[config.mk]
export PLATFORM = sky130hd
export DESIGN_NAME = hdr_pattern_detector
export DESIGN_NICKNAME = d
export VERILOG_FILES = /design/src/rtl/hdr_pat_pkg.sv /design/src/rtl/hdr_sync.sv /design/src/rtl/hdr_datapath.sv /design/src/rtl/hdr_control.sv /design/src/rtl/hdr_pattern_detector.sv
export SDC_FILE = /design/constraint.sdc
export NUM_CORES = 1
export LEC_CHECK = 0
export ABC_AREA = 1
export BUFFER_PORTS_ARGS = -buffer_cell sky130_fd_sc_hd__buf_4
export CORE_MARGIN = 2
export CORE_UTILIZATION = 56
export CTS_CLUSTER_SIZE = 12
export DETAILED_ROUTE_END_ITERATION = 10
export PLACE_DENSITY = 0.81
export SETUP_SLACK_MARGIN = 0.05
export SYNTH_ARGS = -nofsm -noshare
export SYNTH_HDL_FRONTEND = slang
export SYNTH_SLANG_ARGS = --single-unit
[constraint.sdc]
create_clock -name clk -period 2.1 [get_ports clk]
set_input_delay 0.105 -clock clk [delete_from_list [all_inputs] [get_ports clk]]
set_output_delay 0.105 -clock clk [all_outputs]
set_load 0.02 [all_outputs]
[src/rtl/hdr_pat_pkg.sv]
package hdr_pat_pkg;

  localparam int EXIT_FALLS       = 4;
  localparam int RESTART_TOGGLES  = 2;
  localparam int EDGE_CNT_W       = $clog2(EXIT_FALLS + 1);
  localparam logic [7:0] ENTER_BASE = 8'h20;

  typedef enum logic [1:0] {
    MODE_SDR       = 2'd0,
    MODE_HDR       = 2'd1,
    MODE_WAIT_STOP = 2'd2
  } mode_e;

  typedef struct packed {
    logic countEn;
    logic countClr;
  } ctlStrobe_t;

  typedef struct packed {
    logic sclRise;
    logic exitHit;
    logic restartHit;
    logic stopHit;
  } busEvt_t;

  function automatic logic isEnterCode(input logic [7:0] code);
    return code[7:2] == ENTER_BASE[7:2];
  endfunction

endpackage

[src/rtl/hdr_sync.sv]
module hdr_sync #(
  parameter int WIDTH  = 2,
  parameter int STAGES = 2
) (
  input  logic             clk,
  input  logic             rst_n,
  input  logic [WIDTH-1:0] din,
  output logic [WIDTH-1:0] dout
);

  logic [WIDTH-1:0] stage [STAGES];

  for (genvar g = 0; g < STAGES; g++) begin : g_stage
    if (g == 0) begin : g_first
      always_ff @(posedge clk or negedge rst_n) begin
        if (!rst_n) stage[g] <= '1;
        else        stage[g] <= din;
      end
    end else begin : g_next
      always_ff @(posedge clk or negedge rst_n) begin
        if (!rst_n) stage[g] <= '1;
        else        stage[g] <= stage[g-1];
      end
    end
  end

  assign dout = stage[STAGES-1];

endmodule

[src/rtl/hdr_datapath.sv]
module hdr_datapath
  import hdr_pat_pkg::*;
#(
  parameter int SYNC_STAGES = 2
) (
  input  logic       clk,
  input  logic       rst_n,
  input  logic       sclIn,
  input  logic       sdaIn,
  input  ctlStrobe_t ctl,
  output busEvt_t    evt
);

  localparam int CNT_W = EDGE_CNT_W;
  localparam logic [CNT_W-1:0] EXIT_LAST   = CNT_W'(EXIT_FALLS - 1);
  localparam logic [CNT_W-1:0] TOGGLE_GOAL = CNT_W'(RESTART_TOGGLES);

  logic [1:0] syncOut;
  logic       scl, sda, sclPrev, sdaPrev;
  logic       sclRise, sdaFall, sdaRise, sclLowHeld;
  logic       fallLow, riseLow;
  logic [CNT_W-1:0] fallCnt, riseCnt;

  hdr_sync #(.WIDTH(2), .STAGES(SYNC_STAGES)) u_sync (
    .clk  (clk),
    .rst_n(rst_n),
    .din  ({sclIn, sdaIn}),
    .dout (syncOut)
  );

  assign scl = syncOut[1];
  assign sda = syncOut[0];

  always_ff @(posedge clk or negedge rst_n) begin
    if (!rst_n) begin
      sclPrev <= 1'b1;
      sdaPrev <= 1'b1;
    end else begin
      sclPrev <= scl;
      sdaPrev <= sda;
    end
  end

  always_comb begin
    sclRise    = scl & ~sclPrev;
    sdaFall    = ~sda & sdaPrev;
    sdaRise    = sda & ~sdaPrev;
    sclLowHeld = ~scl & ~sclPrev;
    fallLow    = sdaFall & sclLowHeld;
    riseLow    = sdaRise & sclLowHeld & (riseCnt < fallCnt);
  end

  always_comb begin
    evt.sclRise    = sclRise;
    evt.exitHit    = fallLow & (fallCnt == EXIT_LAST);
    evt.restartHit = sclRise & (fallCnt == TOGGLE_GOAL) & (riseCnt == TOGGLE_GOAL);
    evt.stopHit    = sdaRise & scl & sclPrev;
  end

  always_ff @(posedge clk or negedge rst_n) begin
    if (!rst_n) begin
      fallCnt <= '0;
      riseCnt <= '0;
    end else if (ctl.countClr || !ctl.countEn || sclRise) begin
      fallCnt <= '0;
      riseCnt <= '0;
    end else begin
      if (fallLow) fallCnt <= fallCnt + 1'b1;
      if (riseLow) riseCnt <= riseCnt + 1'b1;
    end
  end

  // an SCL rise leaves no edge count behind
  a_r5_scl_rise_clears: assert property (@(posedge clk) disable iff (!rst_n)
    sclRise |=> (fallCnt == '0) && (riseCnt == '0));

  // rises never run ahead of falls
  a_r5_rise_bounded: assert property (@(posedge clk) disable iff (!rst_n)
    riseCnt <= fallCnt);

  // the fall count never passes the exit length
  a_r3_fall_bounded: assert property (@(posedge clk) disable iff (!rst_n)
    fallCnt <= EXIT_LAST);

endmodule

[src/rtl/hdr_control.sv]
module hdr_control
  import hdr_pat_pkg::*;
(
  input  logic       clk,
  input  logic       rst_n,
  input  logic       cccValid,
  input  logic [7:0] cccCode,
  input  busEvt_t    evt,
  output ctlStrobe_t ctl,
  output logic       hdrActive,
  output logic       exitPulse,
  output logic       restartPulse,
  output logic       stopPulse
);

  mode_e mode, modeNext;

  always_comb begin
    modeNext = mode;
    case (mode)
      MODE_SDR:       if (cccValid && isEnterCode(cccCode)) modeNext = MODE_HDR;
      MODE_HDR:       if (evt.exitHit) modeNext = MODE_WAIT_STOP;
      MODE_WAIT_STOP: if (evt.stopHit) modeNext = MODE_SDR;
      default:        modeNext = MODE_SDR;
    endcase
  end

  always_ff @(posedge clk or negedge rst_n) begin
    if (!rst_n) begin
      mode         <= MODE_SDR;
      exitPulse    <= 1'b0;
      restartPulse <= 1'b0;
      stopPulse    <= 1'b0;
    end else begin
      mode         <= modeNext;
      exitPulse    <= (mode == MODE_HDR) && evt.exitHit;
      restartPulse <= (mode == MODE_HDR) && evt.restartHit && !evt.exitHit;
      stopPulse    <= (mode == MODE_WAIT_STOP) && evt.stopHit;
    end
  end

  assign hdrActive    = (mode != MODE_SDR);
  assign ctl.countEn  = (mode == MODE_HDR);
  assign ctl.countClr = (mode == MODE_HDR) && evt.exitHit;

  a_r8_exit_one_cycle: assert property (@(posedge clk) disable iff (!rst_n)
    exitPulse |=> !exitPulse);

  a_r8_restart_one_cycle: assert property (@(posedge clk) disable iff (!rst_n)
    restartPulse |=> !restartPulse);

  a_r8_stop_one_cycle: assert property (@(posedge clk) disable iff (!rst_n)
    stopPulse |=> !stopPulse);

  a_r8_exclusive: assert property (@(posedge clk) disable iff (!rst_n)
    !(exitPulse && restartPulse));

  a_r6_leave_on_stop: assert property (@(posedge clk) disable iff (!rst_n)
    $fell(hdrActive) |-> stopPulse);

  a_r2_enter_on_code: assert property (@(posedge clk) disable iff (!rst_n)
    $rose(hdrActive) |-> $past(cccValid && isEnterCode(cccCode)));

  a_r7_silent_in_sdr: assert property (@(posedge clk) disable iff (!rst_n)
    !hdrActive |-> !exitPulse && !restartPulse);

  a_r6_still_active_after_exit: assert property (@(posedge clk) disable iff (!rst_n)
    exitPulse |-> hdrActive);

endmodule

[src/rtl/hdr_pattern_detector.sv]
module hdr_pattern_detector
  import hdr_pat_pkg::*;
#(
  parameter int SYNC_STAGES = 2
) (
  input  logic       clk,
  input  logic       rst_n,
  input  logic       sclIn,
  input  logic       sdaIn,
  input  logic       cccValid,
  input  logic [7:0] cccCode,
  output logic       hdrActive,
  output logic       exitPulse,
  output logic       restartPulse,
  output logic       stopPulse
);

  ctlStrobe_t ctl;
  busEvt_t    evt;

  hdr_datapath #(.SYNC_STAGES(SYNC_STAGES)) u_datapath (
    .clk  (clk),
    .rst_n(rst_n),
    .sclIn(sclIn),
    .sdaIn(sdaIn),
    .ctl  (ctl),
    .evt  (evt)
  );

  hdr_control u_control (
    .clk         (clk),
    .rst_n       (rst_n),
    .cccValid    (cccValid),
    .cccCode     (cccCode),
    .evt         (evt),
    .ctl         (ctl),
    .hdrActive   (hdrActive),
    .exitPulse   (exitPulse),
    .restartPulse(restartPulse),
    .stopPulse   (stopPulse)
  );

endmodule

==> results of run 1 <==
[registers in the layout (all words and copies together), names as in the netlist]
name                     count
u_control.exitPulse          1
u_datapath.sclPrev           1
u_datapath.u_sync.stage      2
u_control.stopPulse          1
u_datapath.fallCnt           3
u_control.mode               2
u_control.restartPulse       1
u_datapath.u_sync.dout       2
u_datapath.sdaPrev           1
u_datapath.riseCnt           3
[worst max-delay path: cells and delay by family (launching register included)]
kind / cells / cell delay, ps
adder cells (fa/ha/maj): 1 / 320
AND/OR/NAND/NOR: 4 / 390
flip-flops: 1 / 430
AO/OA/AOI/OAI: 1 / 250
[routing by layer]
| layer | global-route usage | vias to the layer above |
|---|---|---|
| met5 | 0 | - |
| met4 | 0.01875 | 0 |
| met3 | 0.07660 | 0 |
| met2 | 0.2939 | 9 |
| met1 | 0.2182 | 288 |
| li1 | - | 315 |
[final timing paths]
kind	from	end	slack, ps
min	cccCode[2]	u_control.mode[0]	70
max reg2reg	u_datapath.riseCnt[2]	u_datapath.riseCnt[1]	640
min in group asynchronous	rst_n	u_datapath.riseCnt[2]	200
max	u_datapath.riseCnt[2]	u_datapath.riseCnt[1]	640
min reg2reg	u_datapath.u_sync.stage[3]	u_datapath.u_sync.dout[1]	360
max in group asynchronous	rst_n	u_datapath.u_sync.stage[3]	1640
[cell families after synthesis]
family,count (synthesis),synth area share
AND/OR/NAND/NOR,43,0.2760
adder cells (fa/ha/maj),7,0.1039
AO/OA/AOI/OAI,4,0.02373
XOR/XNOR,2,0.02078
buffers and inverters,14,0.06231
flip-flops,17,0.5133
[power groups by stage]
| stage | clock [mW] | combinational, mW | sequential [mW] |
|---|---|---|---|
| 6_report | 0.166 | 0.0740 | 0.354 |
| 5_1_grt | 0.186 | 0.0854 | 0.356 |
| 4_1_cts | 0.173 | 0.0751 | 0.354 |
| 3_5_place_dp | 0 | 0.0704 | 0.360 |
| 3_3_place_gp | 0 | 0.0681 | 0.359 |
| 2_1_floorplan | 0 | 0.0415 | 0.358 |
[stage by stage]
step                      total power [mW]  utilization  cells  setup slack (ps)  cell area (um2)
after floorplan                     0.3995            -     87             788.8            843.3
after global placement              0.4273       0.6661    117             700.8            968.4
after detailed placement            0.4302       0.6661    117             673.9            968.4
after CTS                           0.6025       0.7048    124             643.9             1025
after global routing                0.6272       0.7048    124             496.0             1025
final                               0.5931       0.7048    124             639.8             1025
[synthesized netlist by cell type]
library cell / n / area share
nor2_1: 10 / 0.045
dfrtp_1: 11 / 0.33
nor2_4: 4 / 0.053
nand4_1: 2 / 0.015
or2_0: 2 / 0.015
nand2_2: 2 / 0.015
nor2_2: 1 / 0.0074
nor3b_1: 1 / 0.0089
inv_2: 3 / 0.013
o21ai_0: 1 / 0.0059
inv_1: 11 / 0.049
xor2_1: 2 / 0.021
dfstp_2: 6 / 0.19
nand3_2: 1 / 0.012
ha_1: 7 / 0.10
nand3_1: 9 / 0.053
nand2_1: 10 / 0.045
nor4_1: 1 / 0.0074
a21oi_1: 3 / 0.018
[cell usage in the layout (no fill, tap or decap)]
master	n
buf_4	14
inv_1	11
dfrtp_1	11
nor2_1	10
nand2_1	10
nand3_1	9
ha_1	7
dfstp_2	6
nor2_4	4
inv_2	3
a21oi_1	3
clkbuf_4	3
dlygate4sd3_1	3
nand4_1	2
nand2_2	2
or2_0	2
xor2_1	2
nor2_2	1
nand3_2	1
o21ai_0	1
nor4_1	1
nor3b_1	1
clkbuf_1	1
[final cells by class]
cell class | count | area share
clock buffers | 4 | 0.02564
multi-input cells | 56 | 0.3492
inverters | 14 | 0.05128
repair buffers | 17 | 0.1319
well taps | 16 | 0.01954
flip-flops and latches | 17 | 0.4225
[what timing repair did]
item                      4_1_cts  5_1_grt
hold buffers                    3        0
buffers inserted                0        0
hold endpoints to repair       19        0
==> flow_metrics.tcl, run 1 <==
set metrics [dict create \
    fillers 125 \
    rows 14 \
    fmax_ghz 0.6848 \
    initial_core_util 0.5800 \
    ys_ff_latch 17 \
    antenna_left 0 \
    path_clk_slew_ps 90 \
    cpPeakStageDelay_ps 430 \
    slew_headroom 0.8398 \
    holdPathStages 4 \
    overflow 0 \
    leakagePower_nw 0.5173 \
    wl_per_cell_um 10.37 \
    combPwrFrac 0.125 \
    drt-total-wl_mm 1.286 \
    hold_violations 0 \
    rr_worst_depth 6 \
    timing.hold.ws_ps 70.60 \
    startpoint_type "flip-flop" \
    vias_per_cell 4.935 \
    powerDensity_nw_per_um2 578.8 \
    worst_slew_pin_slew_ps 240.3 \
    cts.sinks 17 \
    switchingPower_mw 0.1426 \
    area_growth_pct 21.51 \
    worstSetupPathType "flip-flop to flip-flop" \
    tns_ps 0 \
    grt_usage 0.1764 \
    htreeDepth 1 \
    drt_first_pass_iters 2 \
    syn-num-nets 107 \
    cts_buffer_depth 2 \
    syn_area_um2 843.3 \
    io_pins 17 \
    outcome "finished, final reports clean" \
    cp_common_cell "nor2_1" \
    seq_power_share 0.596 \
    cts_root_buf "clkbuf_4" \
    drv_cap 0 \
    setup_viol 0 \
    met3_length_um 64 \
    layout_min_cycle_time_ps 1460 \
    intPower_mw 0.4505 \
    finalNetCount 129 \
    dieArea_um2 1832 \
    gp_congestion 0.8372 \
    ir_drop_mv 0.3909 \
    yosysSeqAreaShare 0.5134 \
    clock_latency_ps 280 \
    drt-initial-drc-count 1 \
    cts_tree "built" \
    cp_data_required_time_ps 2320 \
    multi_input_comb_area_um2 357.8 \
    worstPathMaxFanout 4 \
    grt_pass1_wl_mm 2.415 \
    register_area_um2 432.9 \
    yosysWarnings 0 \
    cts_resized 0 \
    cp.arrival_ps 1680 \
    drive_gt1_frac 0.3148 \
    diodes 0 \
    clkPwrFrac 0.279 \
    cts_made_buffers 3 \
    maxUsedRoutingLayer "met3" \
    wl_met2_um 640 \
    die_h_um 42.81 \
    syn_inst 87 \
    synth_cell_type_count 19 \
    hold_class "input pin to flip-flop" \
    die_w_um 42.81 \
    p_sw_frac 0.2404 \
    grt_pass1_vias 610 \
    core_um2 1454 \
    syn_area_per_cell_um2 9.693 \
    met1_length_um 581 \
    antenna_found_initial 0 \
    drc_errors 0 \
    hpwl_mm 1.016 \
    vias 612 \
    port_buffers 14 \
    grt_max_degree 18 \
    crit_slowest_cell "dfrtp_1" \
    crit_path_cell_trace "ha_1, a21oi_1, nand2_1, nor2_4, nor2_1, nor2_1" \
    clock-skew-final_ps 2.373 \
    rsz0062_at_grt "false" \
    post-route-period-util 0.6953 \
    endpoint_kind "flip-flop" \
    slew_viol_final 0 \
]
Power figures use the tool's default switching activity.
==> run 2: changes to the inputs <==
Settings changed: ABC_AREA 1 to 0, CORE_UTILIZATION 56 to 46, PLACE_DENSITY 0.81 to 0.72.
Clock period 2.1 ns to 1.2 ns, I/O delays scaled along.
==> flow_metrics.tcl, run 2 <==
set metrics [dict create \
    yosysWarnings 0 \
    gp_congestion 0.7459 \
    crit_path_cell_trace "inv_2, ha_4, a21oi_2, o211ai_2, or3_1, a21oi_2" \
    worstPathMaxFanout 2 \
    synthTopCellsByCount "dfrtp_1, ha_1, inv_1" \
    worstSetupPathType "flip-flop to flip-flop" \
    crit_slowest_cell "dfrtp_1" \
    vias_per_cell 5.064 \
    dieArea_um2 2099 \
    port_buffers 14 \
    io_pins 17 \
    reg_top3 "u_datapath.fallCnt (3), u_datapath.riseCnt (3)" \
    vias 633 \
    powerDensity_nw_per_um2 877.9 \
    final_util 0.7733 \
    async_flop_share 1.000 \
    drv_cap 0 \
    synth_cell_type_count 26 \
    cts_tree "built" \
    core_um2 1689 \
    pre_cts_ws_ps -273.1 \
    drive_gt1_frac 0.6481 \
    syn-num-nets 86 \
    slew_viol_final 0 \
    antenna_found_initial 0 \
    cts.sinks 17 \
    drt-total-wl_mm 1.691 \
    grt_max_degree 18 \
    finalNetCount 129 \
    syn_area_um2 804.5 \
    syn_area_per_cell_um2 12.19 \
    slew_headroom 0.7954 \
    fmax_ghz 0.6621 \
    grt_usage 0.1952 \
    layout_min_cycle_time_ps 1510 \
    final_cell_mix "buf_4, dfrtp_1, buf_6" \
    initial_core_util 0.4763 \
    final_common_cell "buf_4" \
    switchingPower_mw 0.2915 \
    ys_ff_latch 17 \
    rsz0062_at_grt "true" \
    leakagePower_nw 0.5865 \
    clock-skew-final_ps 1.620 \
    ir_drop_mv 1.089 \
    yosysSeqAreaShare 0.5381 \
    diodes 0 \
    startpoint_type "flip-flop" \
    cpPeakStageDelay_ps 400 \
    area_growth_pct 62.36 \
    cts_made_buffers 3 \
    hpwl_mm 1.140 \
    clock_latency_ps 280 \
    cts_root_buf "clkbuf_4" \
    rrSetupSlack_ps -310 \
    clkPwrFrac 0.260 \
    rr_endpoint "u_datapath.riseCnt[2]" \
    drc_errors 0 \
    syn_inst 66 \
    synth_top_area_share 0.3421 \
    synth_enable_flop_cells 0 \
    rr_worst_depth 6 \
    synth_ff_type "dfrtp_1" \
    grt_pass1_vias 643 \
    hold-path-endpoint "u_control.mode[0]" \
    intPower_mw 0.8553 \
    drt-initial-drc-count 9 \
    die_w_um 45.82 \
    hold_class "input pin to flip-flop" \
    wl_per_cell_um 13.53 \
    htreeDepth 1 \
    cp_data_required_time_ps 1420 \
    overflow 0 \
    synth.most_common_cell "dfrtp_1" \
    fin_ws_ps -310.3 \
    grt_pass1_wl_mm 2.794 \
    violations "setup timing" \
    rows 15 \
    p_sw_frac 0.2542 \
    seq_power_share 0.545 \
    cp.arrival_ps 1730 \
    drt_first_pass_iters 4 \
    endpoint_kind "flip-flop" \
    outcome "finished with violations" \
    worst_slew_pin_slew_ps 304.0 \
    setup_viol 12 \
    synth_top_area_cell "dfrtp_1" \
    antenna_left 0 \
    die_h_um 45.82 \
    path_clk_slew_ps 100 \
    combPwrFrac 0.195 \
    cp_common_cell "a21oi_2" \
    yosys-top-cells-area "dfrtp_1, dfstp_2, ha_1" \
    r2r-start "u_datapath.fallCnt[2]" \
    holdPathStages 4 \
    holdCritStartpoint "cccCode[7]" \
    startpoint "u_datapath.fallCnt[2]" \
    cts_buffer_depth 2 \
    post-route-period-util 1.259 \
    hold_violations 0 \
]
[run 2: cell families (layout without fill, tap and decap cells)]
logic type | Yosys count | after routing | synth area share
AOI/OAI and AO/OA | 11 | 11 | 0.09642
xor gates and xnor gates | 2 | 2 | 0.02178
adders and majority gates | 7 | 7 | 0.1089
buffers and inverters | 7 | 49 | 0.03267
DFF | 17 | 17 | 0.5381
and+or+nand+nor | 22 | 22 | 0.2022
[run 2: repair_timing]
item | 4_1_cts | 5_1_grt
pin swaps | 11 | 6
hold buffers | 3 | 0
setup endpoints to repair | 11 | 12
setup buffers | 4 | 4
resized for setup | 19 | 10
hold endpoints to repair | 19 | 0
gates cloned | 0 | 0
[run 2: worst max-delay path, delay by kind of cell (launching register included)]
kind / cells / cell delay, ps
flops: 1 / 400
fa+ha+maj: 1 / 200
compound gates: 3 / 360
buf+inv: 1 / 80
simple gates: 1 / 400
[run 2: layer usage]
metal	up-vias	part of all wire	global-route usage
met5	-	0	0
met4	0	0.0083	0.1029
met3	2	0.018	0.03571
met2	10	0.56	0.3296
met1	308	0.42	0.2338
li1	313	-	-
[run 2: worst max-delay path by stage]
stage / end / slack, ps / depth (start not counted)
CTS: u_datapath.riseCnt[2] / -300 / 6
global route: u_datapath.riseCnt[2] / -380 / 6
finish: u_datapath.riseCnt[2] / -310 / 6
floorplan: u_datapath.riseCnt[2] / -240 / 4
detailed placement: u_datapath.riseCnt[1] / -270 / 7
global placement: u_datapath.riseCnt[2] / -200 / 6
[run 2: final cells by class]
cell class,instances,area (um2)
clock buffers,3,22.52
clock inverters,1,5.005
fillers,109,382.9
inverters,7,26.28
multi-input cells,42,478.0
flip-flops and latches,17,434.2
well taps,17,21.27
repair buffers,38,319.1
[run 2: power by group through the flow]
stage	clock network, mW	logic, mW	registers, mW
3_5_place_dp	0	0.149	0.631
3_3_place_gp	0	0.149	0.630
5_1_grt	0.336	0.240	0.629
2_1_floorplan	0	0.0644	0.633
4_1_cts	0.307	0.197	0.622
6_report	0.298	0.224	0.625
[run 2: through the flow]
step	total power [mW]	cell area, um2	std cells	setup TNS, ps	hold WS [ps]
2_1_floorplan	0.6972	829.5	66	-708.1	-235.6
3_3_place_gp	0.7790	1054	110	-1077	-67.92
3_5_place_dp	0.7809	1054	110	-1485	-65.99
4_1_cts	1.126	1240	121	-1387	94.99
5_1_grt	1.205	1306	125	-2326	86.74
6_report	1.147	1306	125	-1496	76.80
